[config.mk]
export PLATFORM = sky130hd
export DESIGN_NAME = mul_ctree
export DESIGN_NICKNAME = d
export VERILOG_FILES = /design/src/rtl/mul_ctree_pkg.sv /design/src/rtl/cmp42_cell.sv /design/src/rtl/cmp42_row.sv /design/src/rtl/mul_ctree_ppgen.sv /design/src/rtl/mul_ctree_tree.sv /design/src/rtl/mul_ctree_cpa.sv /design/src/rtl/mul_ctree.sv
export SDC_FILE = /design/constraint.sdc
export NUM_CORES = 1
export LEC_CHECK = 0
export CAP_MARGIN = 20
export CELL_PAD_IN_SITES_DETAIL_PLACEMENT = 1
export CELL_PAD_IN_SITES_GLOBAL_PLACEMENT = 1
export CORE_MARGIN = 10
export CORE_UTILIZATION = 30
export DETAILED_ROUTE_END_ITERATION = 10
export PLACE_DENSITY = 0.58
export SETUP_SLACK_MARGIN = 0.05
export SLEW_MARGIN = 40
export SYNTH_ARGS = -nofsm -noshare
export SYNTH_HDL_FRONTEND = slang
export SYNTH_HIERARCHICAL = 1
export SYNTH_SLANG_ARGS = --single-unit
export TNS_END_PERCENT = 5
[constraint.sdc]
create_clock -name clk -period 0.8 [get_ports clk]
set_clock_uncertainty 0.15 [all_clocks]
set_input_delay 0.16 -clock clk [delete_from_list [all_inputs] [get_ports clk]]
set_output_delay 0.16 -clock clk [all_outputs]
set_load 0.05 [all_outputs]
[src/rtl/mul_ctree_pkg.sv]
package mul_ctree_pkg;

    typedef struct packed {
        logic sum;
        logic cout;
        logic carry;
    } cmp_out_t;

    function automatic logic maj3(input logic x, input logic y, input logic z);
        return (x & y) | (x & z) | (y & z);
    endfunction

endpackage

[src/rtl/cmp42_cell.sv]
module cmp42_cell
    import mul_ctree_pkg::*;
(
    input  logic a,
    input  logic b,
    input  logic c,
    input  logic d,
    input  logic cin,
    output logic sum,
    output logic cout,
    output logic carry
);
    cmp_out_t res;
    logic     x3;

    always_comb begin
        x3        = a ^ b ^ c;
        res.cout  = maj3(a, b, c);
        res.sum   = x3 ^ d ^ cin;
        res.carry = maj3(x3, d, cin);
    end

    assign sum   = res.sum;
    assign cout  = res.cout;
    assign carry = res.carry;

    // weight of the five inputs equals weight of the three outputs
    always_comb begin
        p_weight_keep_r2: assert ((3'(a) + 3'(b) + 3'(c) + 3'(d) + 3'(cin)) ==
                                  (3'(sum) + 3'(2) * (3'(cout) + 3'(carry))));
    end
endmodule

[src/rtl/cmp42_row.sv]
module cmp42_row #(
    parameter int W = 16
) (
    input  logic [W-1:0] r0,
    input  logic [W-1:0] r1,
    input  logic [W-1:0] r2,
    input  logic [W-1:0] r3,
    output logic [W-1:0] s_row,
    output logic [W-1:0] k_row
);
    logic [W-2:0] hcar;
    logic [W-2:0] vcar;

    for (genvar i = 0; i < W; i++) begin : g_col
        if (i == W - 1) begin : g_top
            // top column: carries out of the product width are dropped
            assign s_row[i] = r0[i] ^ r1[i] ^ r2[i] ^ r3[i] ^ hcar[i-1];
        end else begin : g_cell
            logic cin_w;
            if (i == 0) begin : g_lsb
                assign cin_w = 1'b0;
            end else begin : g_mid
                assign cin_w = hcar[i-1];
            end
            cmp42_cell u_cell (
                .a     (r0[i]),
                .b     (r1[i]),
                .c     (r2[i]),
                .d     (r3[i]),
                .cin   (cin_w),
                .sum   (s_row[i]),
                .cout  (hcar[i]),
                .carry (vcar[i])
            );
        end
    end

    assign k_row = {vcar, 1'b0};

    // four rows in, two rows out, same total modulo 2^W
    always_comb begin
        p_row_total_r1: assert (W'(s_row + k_row) == W'(r0 + r1 + r2 + r3));
    end
endmodule

[src/rtl/mul_ctree_ppgen.sv]
module mul_ctree_ppgen #(
    parameter int N = 8,
    parameter int W = 2 * N
) (
    input  logic [N-1:0]   opa,
    input  logic [N-1:0]   opb,
    output logic [N*W-1:0] pp_flat
);
    for (genvar j = 0; j < N; j++) begin : g_pp
        logic [W-1:0] row_w;
        always_comb begin
            row_w = '0;
            row_w[j +: N] = opa & {N{opb[j]}};
        end
        assign pp_flat[j*W +: W] = row_w;
    end
endmodule

[src/rtl/mul_ctree_tree.sv]
module mul_ctree_tree #(
    parameter int N = 8,
    parameter int W = 2 * N
) (
    input  logic [N*W-1:0] pp_flat,
    output logic [W-1:0]   fin_s,
    output logic [W-1:0]   fin_k
);
    localparam int LEVELS = $clog2(N) - 1;
    localparam int NROWS  = 2 * N - 2;

    // rows of every level packed one after another:
    // level l starts at 2N - (2N >> l) and holds N >> l rows
    logic [W-1:0] rows [NROWS];

    for (genvar j = 0; j < N; j++) begin : g_in
        assign rows[j] = pp_flat[j*W +: W];
    end

    for (genvar l = 0; l < LEVELS; l++) begin : g_lvl
        localparam int IN_OFF  = 2 * N - ((2 * N) >> l);
        localparam int OUT_OFF = 2 * N - ((2 * N) >> (l + 1));
        for (genvar g = 0; g < (N >> (l + 2)); g++) begin : g_grp
            cmp42_row #(.W(W)) u_row (
                .r0    (rows[IN_OFF + 4*g]),
                .r1    (rows[IN_OFF + 4*g + 1]),
                .r2    (rows[IN_OFF + 4*g + 2]),
                .r3    (rows[IN_OFF + 4*g + 3]),
                .s_row (rows[OUT_OFF + 2*g]),
                .k_row (rows[OUT_OFF + 2*g + 1])
            );
        end
    end

    assign fin_s = rows[NROWS - 2];
    assign fin_k = rows[NROWS - 1];
endmodule

[src/rtl/mul_ctree_cpa.sv]
module mul_ctree_cpa #(
    parameter int W = 16
) (
    input  logic [W-1:0] x,
    input  logic [W-1:0] y,
    output logic [W-1:0] s
);
    import mul_ctree_pkg::*;

    logic [W-1:0] cy;
    assign cy[0] = 1'b0;

    for (genvar i = 0; i < W; i++) begin : g_bit
        assign s[i] = x[i] ^ y[i] ^ cy[i];
        if (i < W - 1) begin : g_cy
            assign cy[i+1] = maj3(x[i], y[i], cy[i]);
        end
    end

    always_comb begin
        p_cpa_exact_r1: assert (s == W'(x + y));
    end
endmodule

[src/rtl/mul_ctree.sv]
module mul_ctree #(
    parameter int N       = 8,
    parameter bit OUT_REG = 1'b1
) (
    input  logic           clk,
    input  logic           rst_n,
    input  logic [N-1:0]   opa,
    input  logic [N-1:0]   opb,
    output logic [2*N-1:0] prod
);
    localparam int W = 2 * N;

    typedef struct packed {
        logic [W-1:0] prod;
    } out_st_t;

    logic [N*W-1:0] pp_flat;
    logic [W-1:0]   fin_s;
    logic [W-1:0]   fin_k;
    logic [W-1:0]   sum_w;
    out_st_t        st_d;

    mul_ctree_ppgen #(.N(N), .W(W)) u_pp (
        .opa     (opa),
        .opb     (opb),
        .pp_flat (pp_flat)
    );

    mul_ctree_tree #(.N(N), .W(W)) u_tree (
        .pp_flat (pp_flat),
        .fin_s   (fin_s),
        .fin_k   (fin_k)
    );

    mul_ctree_cpa #(.W(W)) u_cpa (
        .x (fin_s),
        .y (fin_k),
        .s (sum_w)
    );

    always_comb begin
        st_d      = '0;
        st_d.prod = sum_w;
    end

    if (OUT_REG) begin : g_reg
        out_st_t st_q;

        always_ff @(posedge clk or negedge rst_n) begin
            if (!rst_n) begin
                st_q <= '0;
            end else begin
                st_q <= st_d;
            end
        end

        assign prod = st_q.prod;

        // registered product matches the operands of the previous edge
        p_reg_prod_r5: assert property (@(posedge clk) disable iff (!rst_n)
            $past(rst_n) |-> (prod == (W'($past(opa)) * W'($past(opb)))));

        // output stays cleared while reset is held
        always_comb begin
            if (!rst_n) begin
                p_reset_clear_r5: assert (prod == '0);
            end
        end
    end else begin : g_comb
        assign prod = st_d.prod;

        always_comb begin
            p_comb_prod_r6: assert (prod == (W'(opa) * W'(opb)));
        end
    end
endmodule

# Yosys cells after proc, flatten, opt, wreduce, memory -nomap -nowiden
# Cells that the tools add are included.
[op_classes]
bitwise_logic = 366
[op_table]
columns = ["cell", "n"]
rows = [
  ["$and A1 B1 Y1", 155],
  ["$xor A1 B1 Y1", 109],
  ["$or A1 B1 Y1", 94],
  ["$and A8 B8 Y8", 8],
]
[word_totals]
reg_bits = 16
inputBits = 18
output_inout_bits = 16
elab_cells = 367

# Longest topological paths before layout
# Gate-level depths: netlist of the first run.
[logic_depth]
word_depth = 40
mapped_depth = 27
depth_no_buf = 27

# Cells and area by module
# The synthesis of the first run kept the hierarchy.
[modules_own_cells]
columns = ["module", "n_inst", "cells_each", "area_each_um2", "seq_area_each_um2"]
rows = [
  ["cmp42_cell", 45, 10, 70.1, 0.0],
  ["mul_ctree_ppgen", 1, 129, 884.6, 0.0],
  ["mul_ctree", 1, 16, 400.4, 400.4],
  ["mul_ctree_cpa", 1, 16, 316.6, 0.0],
  ["cmp42_row", 3, 5, 51.3, 0.0],
]

# Worst setup path before layout of the first run
# Ideal clock, no wire load.
[synth_timing]
path_type = "in2reg"
startpoint = "input opb[0]"
endpoint = "register g_reg.st_q (netlist bit prod[15])"
setup_time_ns = 0.135
arrival_time_ns = 6.381
required_ns = 0.515
path_slack_ns = -5.866
cell_stages = 22
n_path_buf = 0
path_cell_list = "and2_1 inv_1 fa_1 fa_1 inv_1 inv_1 fa_1 inv_1 inv_1 fa_1 inv_1 fa_1 fa_1 fa_1 fa_1 fa_1 fa_1 fa_1 fa_1 fa_1 fa_1 xor3_1"
[synth_lines]
columns = ["element", "line", "rtl"]
rows = [
  ["start, declared", "mul_ctree.sv:8", "input logic [N-1:0] opb,"],
  ["end signal, assigned", "mul_ctree.sv:53", "st_q <= st_d;"],
  ["end, declared", "mul_ctree.sv:47", "out_st_t st_q;"],
]

==> results of run 1 <==
path summary, 6_finish.rpt:
path                                   start                 end  slack (ns)  cells past startpoint
worst max-delay path                  opb[5]  prod[15]$_DFF_PN0_       -5.44                     21
worst min-delay path                   rst_n   prod[4]$_DFF_PN0_        0.10                      2
max in group asynchronous              rst_n  prod[12]$_DFF_PN0_        0.27                      2
min in group clk           prod[1]$_DFF_PN0_             prod[1]        0.76                      1
layer usage:
metal	share of wire [%]	GRT usage, %	routed length, um
met3	0.97	0.7326	86
met4	1.1	1.982	100
met1	41	10.60	3657
met5	0	0	0
met2	57	18.12	5025
through the flow:
stage	setup TNS, ns	std cells	instance area [um2]
finish	-58.65	893	5645
global route	-60.80	893	5645
CTS	-60.37	893	5633
detailed placement	-68.80	889	5564
global placement	-67.94	889	5564
floorplan	-55.98	692	5181
final cells by class:
cell class	instances	area [um2]	share of cell area, %
Clock buffer	4	88.84	1.574
Timing Repair Buffer	48	588.1	10.42
Sequential cell	16	400.4	7.092
Inverter	360	1351	23.94
Multi-Input combinational cell	249	2947	52.19
Tap cell	216	270.3	4.787
repair_timing:
item | in CTS | in global routing
pin swaps | 20 | 14
resized for setup | 68 | 10
endpoints found under the setup margin | 32 | 32
power by group:
part | total [mW] | internal (mW) | switching, mW
clock network | 1.11 | 0.761 | 0.348
logic | 11.2 | 5.20 | 5.99
registers | 1.86 | 1.46 | 0.408
total | 14.2 | 7.42 | 6.74
logic make-up after synthesis:
logic type / share of synthesized area (%)
other: 0.3058
buffers and inverters: 37.78
AND/OR/NAND/NOR: 8.157
XOR/XNOR: 2.931
adder cells (fa/ha/maj): 42.67
flip-flops: 8.157
layout by cell type (no fill, tap or decap), types with 2 or more instances in the layout:
| cell type | count |
|---|---|
| sky130_fd_sc_hd__buf_4 | 20 |
| sky130_fd_sc_hd__dfrtp_1 | 16 |
| sky130_fd_sc_hd__xnor2_1 | 3 |
| sky130_fd_sc_hd__xor2_1 | 3 |
| sky130_fd_sc_hd__fa_2 | 16 |
| sky130_fd_sc_hd__and2_1 | 62 |
| sky130_fd_sc_hd__buf_2 | 3 |
| sky130_fd_sc_hd__dlygate4sd2_1 | 2 |
| sky130_fd_sc_hd__buf_6 | 2 |
| sky130_fd_sc_hd__xnor3_1 | 3 |
| sky130_fd_sc_hd__inv_1 | 350 |
| sky130_fd_sc_hd__and2_4 | 2 |
| sky130_fd_sc_hd__fa_1 | 88 |
| sky130_fd_sc_hd__clkbuf_16 | 3 |
| sky130_fd_sc_hd__inv_2 | 10 |
| sky130_fd_sc_hd__buf_12 | 17 |
| sky130_fd_sc_hd__conb_1 | 70 |
| sky130_fd_sc_hd__clkdlybuf4s50_1 | 3 |
==> parameters.txt, run 1 <==
Parameter                              Value

Synth
  Flops & latches, synth ... 16
  Fraction of synthesized cell area taken by the top area cell type ... a little over two fifths
  Post-synthesis sequential area ratio ... 8.157%
  Post-synthesis instance area ... between 4000 and 5000 um2
  Number of synthesized flops with an enable pin ... 0
  Library cells used by synthesis ... 11
  Post-synth top cells ... sky130_fd_sc_hd__inv_1, sky130_fd_sc_hd__fa_1, sky130_fd_sc_hd__buf_4, sky130_fd_sc_hd__and2_1, sky130_fd_sc_hd__dfrtp_1
  Synthesis warning total ... 6
  Cell with the most instances after synthesis ... sky130_fd_sc_hd__inv_1
  Synthesized area per cell ... around 7.8 um2
  Share of synthesized registers carrying an async set or reset ... 100.0%
  Top post-synthesis cells by area ... sky130_fd_sc_hd__fa_1, sky130_fd_sc_hd__inv_1, sky130_fd_sc_hd__buf_4
  Dominant register cell in the synthesized netlist ... sky130_fd_sc_hd__dfrtp_1
  Gate count after technology mapping ... between 600 and 700
  Most area-hungry cell type in the Yosys netlist ... sky130_fd_sc_hd__fa_1

Worst setup path
  Category of the most critical setup path ... in2reg
  Crit-path leading delay family ... adder cells
  Stage delay of the slowest cell on the critical path ... approximately 0.50 ns
  Critical Path End Type ... flop
  Type of origin of the critical path ... input pin
  Crit Path Max Fanout ... 8
  Cell chain of the critical path ... buf_4 -> and2_1 -> inv_2 -> fa_1 -> fa_1 -> inv_1 -> inv_1 -> fa_1 -> fa_1 -> inv_1 -> fa_2 -> fa_2 -> fa_2 -> fa_2 -> fa_2 -> fa_2 -> fa_2 -> fa_2 -> fa_2 -> fa_2 -> xor3_1
  Critical-path top delay cell ... sky130_fd_sc_hd__fa_1
  CP required ... ~0.77 ns
  Data arrival time at the worst-slack endpoint ... 6.21 ns
  Number of buffer and inverter stages on the critical path ... 5
  CP dominant cell by count ... sky130_fd_sc_hd__fa_2

Pwr
  Power density over the cells ... 2508 nW/um2
  Maximum ir drop on the vdd rail ... about 0.00094 V
  P_leak ... about 3.1 nW
  Design Power ... around 14 mW

Flow run
  Count of max-cap constraint violations ... 0

STA
  Total setup violations reported at the end of the flow ... 32
  Final critical delay including setup and external delays ... approximately 6.2 ns
  Number of slew-limit violations in the final report ... 0
  Post-route setup slack ... -5.435 ns
  Unrepaired setup endpoints after global routing ... yes
  Hold Fails Final Rpt ... 0
  F_max ... about 0.16 GHz
  Fraction of the cycle the final worst path needs ... 779.4%
  WHS ... 0.1006 ns

Clock tree
  Buffer depth of the longest clock path ... 2
  Clock tree from TritonCTS ... built
  TritonCTS Buffers ... 3
  Number of H-tree branching levels ... 1
  Clock-pin slew on the worst setup and hold paths ... 0.06 ns
  Number of hold-repair buffers added at the cts stage ... 0
  CTS root buf ... sky130_fd_sc_hd__clkbuf_16
  Count of clock tree sinks ... 16
  Setup bufs post-CTS ... 0

Drt
  First-iteration detailed-routing DRC count ... 34
  Number of remaining DRC errors ... 0
  Via count ... between 3,000 and 4,000
  Detail-routed via count per cell ... between 3 and 4
  WL per Instance ... a little under 10 um
  Total length of routed wires ... 8869 um
  TritonRoute pass-1 iters ... 4
  Routed Antenna Nets ... 0

Floorplan
  Top-level port count ... 34
  Total core area ... 15,940 um2
  Die area ... 21,880 um2
  Row count ... 46
  Initial core utilization ... 30.79%
  Chip Width ... roughly 150 um
  Die boundary height ... around 150 um

Global routing
  Aggregate global routing overflow ... 0
  Initial antenna violation count ... 0
  Pin count of the biggest net entering global routing ... 17
  GRT Util Overall ... just over 9%
  Via count of the first global-routing pass ... between 3,000 and 4,000
  First-pass GRT wire length ... 16,860 um

Place
  # port buffers ... 33
  Final Wtd Congestion ... between 0.7 and 0.8
  Detailed Place HPWL ... around 8600 um
  DP Worst Slack ... -6.366 ns

Cells and area
  Core utilization of the finished layout ... a little over a third
  Filler cells ... between 1,500 and 2,000
  Post-layout net count ... 801
  Largest register FFs ... 16
  Share of post-route cells with drive strength above 1 ... approximately 11%
  Diode insertion count for antenna repair ... 0
  Area overhead of the layout relative to synthesis ... 15.01%

Status
  Violations in the final reports ... negative setup slack
  Result of the run ... complete, but fails checks

Worst hold path
  Worst hold path class ... in2async
(Power assumes the default switching activity.)
==> run 2: changes to the inputs <==
SKIP_CTS_REPAIR_TIMING = 1   (was default)
==> parameters.txt, run 2 (synthesized netlist as in run 1, its figures left out) <==
Parameter                              Value

Drt
  Total length of routed wires ... 8861 um
  TritonRoute pass-1 iters ... 4
  WL per Instance ... between 9 and 10 um
  First-iteration detailed-routing DRC count ... 30
  Routed Antenna Nets ... 0
  Detail-routed via count per cell ... about 3.4
  Via count ... about 3,000
  Number of remaining DRC errors ... 0

STA
  Number of slew-limit violations in the final report ... 0
  Post-route setup slack ... -5.486 ns
  Final critical delay including setup and external delays ... approximately 6.3 ns
  Fraction of the cycle the final worst path needs ... 785.7%
  F_max ... roughly 0.16 GHz
  Hold Fails Final Rpt ... 0
  WHS ... between 0.1 and 0.15 ns
  Unrepaired setup endpoints after global routing ... yes
  Total setup violations reported at the end of the flow ... 32

Pwr
  Power density over the cells ... roughly 2500 nW/um2
  Combinational share of power ... about four fifths
  Internal power contribution ... approximately 7.4 mW
  NetSw ... 6.728 mW
  Clock share of power ... slightly below 8%
  Switching Fraction ... between 40% and 50%
  Fraction of power consumed by sequential logic ... between 10% and 20%
  Maximum ir drop on the vdd rail ... between 0.0009 and 0.001 V
  P_leak ... 3.118 nW

Status
  Result of the run ... complete, but fails checks
  Violations in the final reports ... negative setup slack

Flow run
  Count of max-cap constraint violations ... 0

Worst setup path
  Crit Path Max Fanout ... 3
  Stage delay of the slowest cell on the critical path ... approximately 0.56 ns
  Number of buffer and inverter stages on the critical path ... 7
  Crit-path leading delay family ... adder cells
  Critical Path End Type ... flop
  Cell chain of the critical path ... buf_2 -> and2_1 -> inv_2 -> fa_2 -> fa_1 -> inv_1 -> inv_2 -> fa_2 -> inv_2 -> inv_1 -> fa_1 -> inv_2 -> fa_2 -> fa_2 -> fa_2 -> fa_2 -> fa_2 -> fa_2 -> fa_2 -> fa_2 -> fa_2 -> fa_2 -> xor3_1
  Category of the most critical setup path ... in2reg
  Type of origin of the critical path ... input pin
  CP required ... 0.77 ns
  CP dominant cell by count ... sky130_fd_sc_hd__fa_2
  Data arrival time at the worst-slack endpoint ... approximately 6.3 ns
  Critical-path top delay cell ... sky130_fd_sc_hd__fa_2

Cells and area
  Filler cells ... ~2,000
  Post-layout net count ... between 800 and 900
  Area overhead of the layout relative to synthesis ... 15.04%
  Share of post-route cells with drive strength above 1 ... 10.49%
  Largest register FFs ... 16
  Post-route standard cell area excluding fillers ... around 5600 um2
  Commonest cells after routing, fill and taps aside ... sky130_fd_sc_hd__inv_1, sky130_fd_sc_hd__fa_1, sky130_fd_sc_hd__conb_1
  Most common cell after layout, fill and taps aside ... sky130_fd_sc_hd__inv_1
  Diode insertion count for antenna repair ... 0

Place
  # port buffers ... 33
  Area after detailed placement ... roughly 5600 um2
  Final Wtd Congestion ... roughly 0.75
  Detailed Place HPWL ... about 8600 um

Global routing
  Initial antenna violation count ... 0
  Pin count of the biggest net entering global routing ... 17
  Via count of the first global-routing pass ... ~3,700
  GRT Util Overall ... ~9.2%
  Aggregate global routing overflow ... 0
  First-pass GRT wire length ... between 15,000 and 20,000 um

Clock tree
  Buffer depth of the longest clock path ... 2
  Clock-pin slew on the worst setup and hold paths ... roughly 0.050 ns
  CTS root buf ... sky130_fd_sc_hd__clkbuf_16
  Clock tree from TritonCTS ... built
  Number of H-tree branching levels ... 1
  TritonCTS Buffers ... 3
  Count of clock tree sinks ... 16

Floorplan
  Initial core utilization ... a little under a third
  Die boundary height ... roughly 150 um
  Die area ... approximately 22,000 um2
  Top-level port count ... 34
  Chip Width ... around 150 um
  Total core area ... 15,940 um2
  Row count ... 46

Worst hold path
  Worst hold path class ... in2async
==> run 2: cell types whose count changed in the layout (fill, tap and decap cells not counted), moves of 2 or more <==
cell	before	now
sky130_fd_sc_hd__clkbuf_2	0	2
sky130_fd_sc_hd__dlymetal6s2s_1	1	3
sky130_fd_sc_hd__dlygate4sd2_1	2	0
sky130_fd_sc_hd__buf_4	20	16
sky130_fd_sc_hd__fa_2	16	14
sky130_fd_sc_hd__fa_1	88	90
==> run 2: power groups by stage <==
stage	Clock (mW)	Sequential [mW]	Combinational [mW]
floorplan	0	3.07	6.02
global placement	0	1.91	10.5
detailed placement	0	1.91	11.2
CTS	1.15	1.90	11.2
global route	1.20	1.92	13.0
finish	1.10	1.86	11.2
==> run 2: final cells by class <==
class | instances | area [um2] | area share [%]
clock buffer | 4 | 88.84 | 1.573
inverter | 360 | 1351 | 23.93
multi-input combinational | 249 | 2942 | 52.09
sequential | 16 | 400.4 | 7.091
tap | 216 | 270.3 | 4.786
timing repair buffer | 48 | 594.3 | 10.53
==> run 2: path summary, 6_finish.rpt <==
path / start / to / depth (start not counted)
max in group asynchronous: rst_n / prod[12]$_DFF_PN0_ / 2
setup / recovery: opa[2] / prod[15]$_DFF_PN0_ / 23
min in group clk: prod[1]$_DFF_PN0_ / prod[1] / 1
hold / removal: rst_n / prod[4]$_DFF_PN0_ / 2
==> run 2: metrics by stage <==
step                      utilization (%)  total power [mW]  TNS, ns  std cells  worst slack (ns)
after detailed placement            34.90             13.12   -68.80        889            -6.366
after global routing                35.42             16.14   -61.87        893            -5.654
after CTS                           35.46             14.26   -69.01        893            -6.098
after floorplan                         -             9.086   -55.98        692            -5.487
after global placement              34.90             12.41   -67.94        889            -6.276
final                               35.42             14.15   -59.27        893            -5.486
==> run 2: routing by layer <==
metal / GRT usage [%] / share of wire (%) / up-vias
met5: 0 / 0 / -
met4: 1.982 / 1.1 / 0
met3: 0.7326 / 0.97 / 4
met2: 17.92 / 57 / 19
met1: 10.44 / 41 / 1500
li1: - / - / 1485
==> run 3: changes to the inputs <==
CTS_CLUSTER_DIAMETER = 150   (was default)
DONT_BUFFER_PORTS = 1   (was default)
PLACE_DENSITY = 0.54   (was 0.58)
==> parameters.txt, run 3 (synthesized netlist as in run 1, its figures left out) <==
Parameter                              Value

STA
  Fraction of the cycle the final worst path needs ... 767.0%
  Slew headroom ... between 40% and 50%
  Unrepaired setup endpoints after global routing ... yes
  Actual transition at the worst max-transition pin ... 0.7789 ns
  Total setup violations reported at the end of the flow ... 48
  Post-route setup slack ... -5.336 ns
  Hold Fails Final Rpt ... 0
  F_max ... 0.1630 GHz
  Number of slew-limit violations in the final report ... 0
  Setup Total Neg Slack ... -60.87 ns
  Final critical delay including setup and external delays ... just over 6 ns

Status
  Result of the run ... complete, but fails checks
  Violations in the final reports ... negative setup slack

Clock tree
  Clock tree from TritonCTS ... built
  Buffer depth of the longest clock path ... 2
  Number of H-tree branching levels ... 1
  Clock-pin slew on the worst setup and hold paths ... 0.05 ns
  CTS root buf ... sky130_fd_sc_hd__clkbuf_16
  TritonCTS Buffers ... 3
  Count of clock tree sinks ... 16

Global routing
  Pin count of the biggest net entering global routing ... 17
  First-pass GRT wire length ... around 16,000 um
  Via count of the first global-routing pass ... approximately 3,500
  Aggregate global routing overflow ... 0
  GRT Util Overall ... under 10%
  Initial antenna violation count ... 0

Worst setup path
  Critical-path top delay cell ... sky130_fd_sc_hd__fa_1
  Type of origin of the critical path ... input pin
  Crit Path Max Fanout ... 8
  CP required ... just under 0.8 ns
  Stage delay of the slowest cell on the critical path ... ~0.57 ns
  Critical Path End Type ... flop
  Crit-path leading delay family ... adder cells
  Data arrival time at the worst-slack endpoint ... roughly 6.1 ns
  Number of buffer and inverter stages on the critical path ... 4
  Category of the most critical setup path ... in2reg
  CP dominant cell by count ... sky130_fd_sc_hd__fa_2
  Cell chain of the critical path ... and2_4 -> inv_2 -> fa_1 -> fa_1 -> inv_2 -> inv_2 -> fa_1 -> fa_1 -> inv_2 -> fa_2 -> fa_2 -> fa_2 -> fa_2 -> fa_2 -> fa_2 -> fa_2 -> fa_2 -> fa_2 -> fa_2 -> xor3_1

Floorplan
  Die boundary height ... approximately 150 um
  Row count ... 46
  Top-level port count ... 34
  Chip Width ... around 150 um
  Die area ... about 22,000 um2
  Initial core utilization ... between 30% and 40%
  Total core area ... roughly 16,000 um2

Cells and area
  Area overhead of the layout relative to synthesis ... 9.508%
  Share of post-route cells with drive strength above 1 ... between 6 and 7%
  FF+latch area ... ~400 um2
  Diode insertion count for antenna repair ... 0
  Largest register FFs ... 16
  Area used by multi-input combinational logic ... 2934 um2
  Post-route standard cell area excluding fillers ... about 5400 um2
  Most common cell after layout, fill and taps aside ... sky130_fd_sc_hd__inv_1
  Commonest cells after routing, fill and taps aside ... sky130_fd_sc_hd__inv_1, sky130_fd_sc_hd__fa_1, sky130_fd_sc_hd__conb_1
  Post-layout net count ... 770
  Filler cells ... 1,986

Pwr
  Internal power contribution ... between 7 and 8 mW
  Clock share of power ... under 10%
  Fraction of power consumed by sequential logic ... between 10 and 15%
  Switching Fraction ... between 40% and 50%
  Maximum ir drop on the vdd rail ... roughly 0.00097 V
  NetSw ... approximately 6.5 mW
  P_leak ... around 2.9 nW
  Combinational share of power ... slightly below 80%
  Power density over the cells ... around 2500 nW/um2

Drt
  Routed Antenna Nets ... 0
  Detail-routed via count per cell ... about 3.3
  TritonRoute pass-1 iters ... 3
  Via count ... between 2,000 and 3,000
  Number of remaining DRC errors ... 0
  First-iteration detailed-routing DRC count ... 39
  Total length of routed wires ... roughly 8300 um
  WL per Instance ... approximately 9.7 um

Place
  Area after detailed placement ... between 5000 and 6000 um2
  Final Wtd Congestion ... ~0.74
  # port buffers ... 0
  Detailed Place HPWL ... ~8000 um

Worst hold path
  Worst hold path class ... in2async

Flow run
  Count of max-cap constraint violations ... 0
-- run 3: changes by cell type in the layout (fill, tap and decap cells not counted), sizes merged --
cell | before | now
clkbuf | 7 | 4
dlymetal6s2s | 3 | 0
buf | 39 | 16
clkdlybuf4s50 | 3 | 0
dlygate4sd3 | 0 | 1
-- run 3: routing by layer --
layer / vias up / GRT usage, % / part of all wire [%]
met5: - / 0 / 0
met4: 0 / 2.081 / 1.0
met3: 4 / 1.221 / 3.1
met2: 22 / 17.29 / 56
met1: 1413 / 9.496 / 40
li1: 1424 / - / -
-- run 3: worst max-delay path by stage --
stage                       from            endpoint  cells after the start  slack, ns
final                     opb[0]  prod[15]$_DFF_PN0_                     20      -5.34
after global routing      opb[0]  prod[15]$_DFF_PN0_                     20      -5.53
after CTS                 opb[0]  prod[15]$_DFF_PN0_                     20      -5.42
after detailed placement  opb[0]  prod[15]$_DFF_PN0_                     20      -5.68
after global placement    opb[2]  prod[15]$_DFF_PN0_                     22      -5.65
after floorplan           opb[2]  prod[15]$_DFF_PN0_                     22      -5.49
-- run 3: power by group through the flow --
| stage | registers (mW) | logic (mW) | clock network [mW] |
|---|---|---|---|
| 2_1_floorplan | 3.07 | 6.02 | 0 |
| 3_3_place_gp | 1.91 | 10.5 | 0 |
| 3_5_place_dp | 1.90 | 10.9 | 0 |
| 4_1_cts | 1.89 | 10.9 | 1.15 |
| 5_1_grt | 1.89 | 12.7 | 1.20 |
| 6_report | 1.85 | 10.7 | 1.10 |
-- run 3: layout make-up --
class / instances / share of cell area [%]
multi-input cells: 249 / 54.59
well taps: 216 / 5.028
inverters: 360 / 25.14
flip-flops and latches: 16 / 7.449
clock buffers: 4 / 1.653
repair buffers: 17 / 6.145
-- run 3: stage by stage --
| step | setup slack, ns | util [%] | power (mW) | std cells | hold slack, ns |
|---|---|---|---|---|---|
| finish | -5.336 | 33.72 | 13.68 | 862 | 0.2856 |
| detailed placement | -5.682 | 33.05 | 12.76 | 857 | -0.2846 |
| global placement | -5.651 | 33.05 | 12.37 | 857 | -0.2846 |
| floorplan | -5.487 | - | 9.086 | 692 | -0.2856 |
| CTS | -5.417 | 33.61 | 13.90 | 861 | -0.5542 |
| global route | -5.532 | 33.72 | 15.80 | 862 | 0.3709 |
